`config.mk`:
```
export PLATFORM = sky130hd
export DESIGN_NAME = bus_xcvr_reg
export DESIGN_NICKNAME = d
export VERILOG_FILES = /design/src/rtl/bus_xcvr_reg.sv
export SDC_FILE = /design/constraint.sdc
export NUM_CORES = 1
export LEC_CHECK = 0
export BUFFER_PORTS_ARGS = -buffer_cell sky130_fd_sc_hd__buf_2
export CAP_MARGIN = 20
export CORE_ASPECT_RATIO = 0.7
export CORE_MARGIN = 3
export CORE_UTILIZATION = 48
export CTS_CLUSTER_DIAMETER = 40
export CTS_CLUSTER_SIZE = 30
export DETAILED_ROUTE_END_ITERATION = 8
export PLACE_DENSITY = 0.8
export SKIP_LAST_GASP = 1
export SYNTH_ARGS = -nofsm -noshare
export SYNTH_HDL_FRONTEND = slang
export SYNTH_SLANG_ARGS = --single-unit
```
`constraint.sdc`:
```
create_clock -name clk -period 2 [get_ports clk]
set_clock_uncertainty 0.2 [all_clocks]
set_input_delay 0.1 -clock clk [delete_from_list [all_inputs] [get_ports clk]]
set_output_delay 0.1 -clock clk [all_outputs]
set_load 0.02 [all_outputs]
```
`src/rtl/bus_xcvr_reg.sv`:
```
module bus_xcvr_reg #(
  parameter int WIDTH = 18
) (
  input  logic             clk,
  input  logic             rst_n,
  input  logic [WIDTH-1:0] a_in,
  output logic [WIDTH-1:0] a_out,
  output logic             a_oe,
  input  logic [WIDTH-1:0] b_in,
  output logic [WIDTH-1:0] b_out,
  output logic             b_oe,
  input  logic             ab_oe,
  input  logic             ab_open,
  input  logic             ab_clk,
  input  logic             ba_oe_n,
  input  logic             ba_open,
  input  logic             ba_clk
);

  logic [WIDTH-1:0] hold_ab, hold_ba;
  logic             ab_clk_q, ba_clk_q;
  logic             ab_rise, ba_rise;

  assign ab_rise = ab_clk & ~ab_clk_q;
  assign ba_rise = ba_clk & ~ba_clk_q;

  always_ff @(posedge clk or negedge rst_n) begin
    if (!rst_n) begin
      hold_ab  <= '0;
      ab_clk_q <= 1'b0;
    end else begin
      ab_clk_q <= ab_clk;
      if (ab_open || ab_rise)
        hold_ab <= a_in;
    end
  end

  always_ff @(posedge clk or negedge rst_n) begin
    if (!rst_n) begin
      hold_ba  <= '0;
      ba_clk_q <= 1'b0;
    end else begin
      ba_clk_q <= ba_clk;
      if (ba_open || ba_rise)
        hold_ba <= b_in;
    end
  end

  assign b_out = ab_open ? a_in : hold_ab;
  assign a_out = ba_open ? b_in : hold_ba;
  assign b_oe  = rst_n & ab_oe;
  assign a_oe  = rst_n & ~ba_oe_n;

endmodule

```
==> results.md <==
Global routing:
- In the global route stage, overall resource usage came out at 21.3%.
- The total grt overflow is 0.
- Entering global routing, the biggest net connects 36 pins.
- The wire length of the first global-routing pass is 7760 um.
- The number of antenna violations at the first check in global routing came to 0.
- The number of global-route vias before repair is roughly 1.7k.

Power and ir drop:
- Dividing total power by cell area gives a power density of slightly below 700 nW/um^2.
- Across the VDD grid, the largest voltage drop is roughly 0.50 mV.
- The leakage power of the design is 1.38 nW.
- Cell internal power was estimated by the tool at around 1.4 mW.
- The share of total power in combinational logic is between 20% and 30%.
- Per report_power, the clock group accounts for between 20% and 30% of the total.
- The net switching power figure is 560 uW.
- Sequential cells account for between 40 and 50% of the total power.
- Net switching is about 28% of the power.

Logic synthesis:
- The number of warnings printed during yosys synthesis is 0.
- The cell count after synthesis is 122.
- When the netlist entered floorplanning its net count stood at about 170.
- For this run, the leading register cell type out of synthesis is sky130_fd_sc_hd__dfrtp_1.
- The portion of the post-synthesis area used by sequential elements is about half.
- The cell with the most instances after synthesis is sky130_fd_sc_hd__mux2_2.
- The count of distinct cell types in the synthesized netlist is 10.
- The number of synthesized flops with an enable pin is 0.
- The library cell with the largest summed area after synthesis is sky130_fd_sc_hd__dfrtp_1.
- After synthesis the cells add up to just under 2000 um^2.
- The share of the synthesized area in the top cell type is 48.5%.
- After synthesis, the share of flip-flops with an asynchronous set or reset is between 90% and 100%.
- Ranked by total cell area, the synthesized netlist is headed by sky130_fd_sc_hd__dfrtp_1 48%, sky130_fd_sc_hd__mux2_2 30%, sky130_fd_sc_hd__mux2_4 15%.
- By count the netlist is led by 52 x sky130_fd_sc_hd__mux2_2, 38 x sky130_fd_sc_hd__dfrtp_1, 20 x sky130_fd_sc_hd__mux2_4.
- In this run, synthesis produced a sequential element count of 38.
- The post-synthesis area per instance is between 15 and 20 um^2.

CTS:
- The number of buffers added for setup after CTS is 0.
- In this run the clock root is driven by a sky130_fd_sc_hd__clkbuf_8.
- The TritonCTS clock tree is yes.
- The maximum level of the CTS H-tree is 2.
- The post-cts repair resize count is 0.
- The clock slew at the register clock pins of the worst setup and hold paths is 0.07 ns.
- The clock insertion delay at the later pin of the skew report is 0.28 ns.
- The number of buffers added to fix hold violations after cts is 40.
- The number of sinks driven by the clock tree is 38.
- The number of clock buffers added by TritonCTS is 5.
- The buffer levels on the longest clock path is 2.

STA:
- Setup violations remaining at the end of the flow were counted as 0.
- The max-slew violation count came to 0.
- The hold violation total from the final report is 0.
- Setup repair after global routing left no endpoint under its margin.
- The final critical-path required period is between 1.5 and 2 ns.
- In the final timing run, aggregate negative setup slack is 0 ns.
- The max-slew headroom at the worst pin is a little over two thirds.
- The final period utilization is around four fifths.
- The transition time of the tightest slew-check pin is approximately 0.45 ns.
- Static timing analysis puts the maximum clock frequency at slightly above 0.6 GHz.

Setup path:
- The category of the worst setup path launch point is an input pin.
- The critical setup path kind is in2reg.
- Traced cell by cell, the critical path runs through dlygate4sd3_1 -> buf_2 -> a21oi_4 -> buf_4 -> mux2_2.
- Counting cells, the worst reg-to-reg path comes to 4.
- The endpoint kind of the worst setup timing path is a flip-flop.
- At the worst endpoint, the arrival time is about 1.6 ns.
- The required time of the critical path is between 1.5 and 2 ns.
- The setup slack on the worst flop-to-flop path is around 0.45 ns.
- The launching instance or port of the critical path is ba_clk.
- Of all nets on the critical path, the largest fanout is 16.
- The launch instance of the worst register-to-register path is ba_clk_q$_DFF_PN0_.
- The slowest stage of the critical path is the sky130_fd_sc_hd__dlygate4sd3_1 cell.
- The biggest cell delay along the critical path is 0.54 ns.

Cells and area:
- The post-route cell area is 2880 um^2.
- 0 antenna diodes ended up in the layout.
- The count of filler cells inserted in the layout is 216.
- The layout cell share with drive strength beyond 1 is between 60% and 70%.
- The net count of the finished layout is between 200 and 300.
- The total area of multi-input combinational cells is 931 um^2.
- The area added between synthesis and finish is 46.9%.
- Summing all flip-flop and latch instances after layout gives around 950 um^2.

Floorplanning:
- The floorplan has 18 rows.
- The core region is roughly 3700 um^2.
- For this configuration, the core starts out at a cell density of between 50% and 60%.
- The die is about 59 um tall.
- For this design the top-level I/O count stands at 82.
- In this run the horizontal extent of the chip is just over 80 um.
- The floorplan step defined a die boundary enclosing about 4900 um^2.

Worst hold path:
- The worst hold path passes through 3 cells.
- The worst min-delay path startpoint is ba_open.
- The classification of the worst-slack hold path is in2reg.

Place:
- The count of port buffers added during placement is 81.
- Routability-driven placement finished with a final weighted congestion of approximately 0.8.
- The detailed-placement wirelength estimate is slightly above 3000 um.
- Once placement finished, the instance area stood at about 2400 um^2.

Route:
- Wires add up to 4700 um.
- The post-route antenna net violation count is 0.
- The detailed-route via count is 1459.
- After the first detailed-routing iteration, the DRC count stood at between 40 and 50.
- In the routed design, unresolved DRC markers number 0.
- Before antenna repair, the detailed router went through 4 iterations.
- The via count normalized by instance count is between 4 and 5.
- The routed length per instance is approximately 16 um.

Run:
- Max-cap violations in this run came to 0.

Run status:
- The run finished with clean final reports.
## logic make-up (layout without fill, tap and decap cells)
kind of cell / after synthesis / after routing / synth area share (%)
flip-flops: 38 / 38 / 48.5
AND/OR/NAND/NOR: 2 / 2 / 0.638
multiplexers: 72 / 72 / 45.2
AO/OA/AOI/OAI: 2 / 2 / 1.66
buffers and inverters: 8 / 135 / 4.08
## sequential cells by signal (all words and copies together) (netlist names)
name / cells
ba_clk_q: 1
hold_ba: 18
hold_ab: 18
ab_clk_q: 1
## worst paths after layout
kind                                            to
max in group asynchronous       ba_clk_q$_DFF_PN0_
min                         hold_ba[2]$_DFFE_PN0P_
max reg2reg                 hold_ba[4]$_DFFE_PN0P_
max                         hold_ba[4]$_DFFE_PN0P_
min reg2reg                 hold_ba[2]$_DFFE_PN0P_
min in group asynchronous  hold_ab[12]$_DFFE_PN0P_
## power groups by stage
stage | clock network [mW] | logic, mW | registers, mW
3_5_place_dp | 0 | 0.490 | 0.897
6_report | 0.542 | 0.552 | 0.884
4_1_cts | 0.553 | 0.552 | 0.884
2_1_floorplan | 0 | 0.343 | 0.883
5_1_grt | 0.590 | 0.596 | 0.893
3_3_place_gp | 0 | 0.474 | 0.890
## per-stage QoR
step                setup WS (ns)  utilization, %  power (mW)  instances  hold WS (ns)
detailed placement          0.444            64.2        1.39        251        -0.274
finish                      0.364            77.6        1.98        299         0.236
global placement            0.510            64.2        1.36        251        -0.280
global route                0.310            77.6        2.08        299         0.257
floorplan                   0.570               -        1.23        122        -0.396
CTS                         0.363            77.6        1.99        299         0.239
## critical path, delay by kind of cell
family / cells / cell delay, ns
buffers and inverters: 3 / 0.99
muxes: 1 / 0.37
AOI/OAI and AO/OA: 1 / 0.14
## layer usage
| metal | part of all wire, % | vias to the layer above | routed length [um] | track usage, % |
|---|---|---|---|---|
| li1 | - | 691 | - | - |
| met1 | 40 | 703 | 1870 | 24.3 |
| met2 | 52 | 56 | 2430 | 38.6 |
| met3 | 7.2 | 9 | 339 | 6.08 |
| met4 | 1.3 | 0 | 59 | 6.40 |
| met5 | 0 | - | 0 | 0 |
## final cells by class
cell class	instances	area share [%]
clock inverter	2	0.434
clock buffer	6	2.86
multi-input combinational	76	32.3
sequential	38	33.0
timing repair buffer	125	29.0
inverter	2	0.260
tap	50	2.17
## layout by cell type, fill, tap and decap left out
cell                            Yosys  layout
sky130_fd_sc_hd__a21oi_4            2       2
sky130_fd_sc_hd__mux2_2            52      52
sky130_fd_sc_hd__buf_2              2      81
sky130_fd_sc_hd__mux2_4            20      20
sky130_fd_sc_hd__dfrtp_1           38      38
sky130_fd_sc_hd__inv_1              2       2
sky130_fd_sc_hd__clkinv_2           0       1
sky130_fd_sc_hd__clkinvlp_4         0       1
sky130_fd_sc_hd__dlygate4sd3_1      0      40
sky130_fd_sc_hd__and2_1             1       1
sky130_fd_sc_hd__nor2b_1            1       1
sky130_fd_sc_hd__clkbuf_8           0       6
sky130_fd_sc_hd__buf_4              0       4
Note: power is estimated with default switching activity, not from simulation.
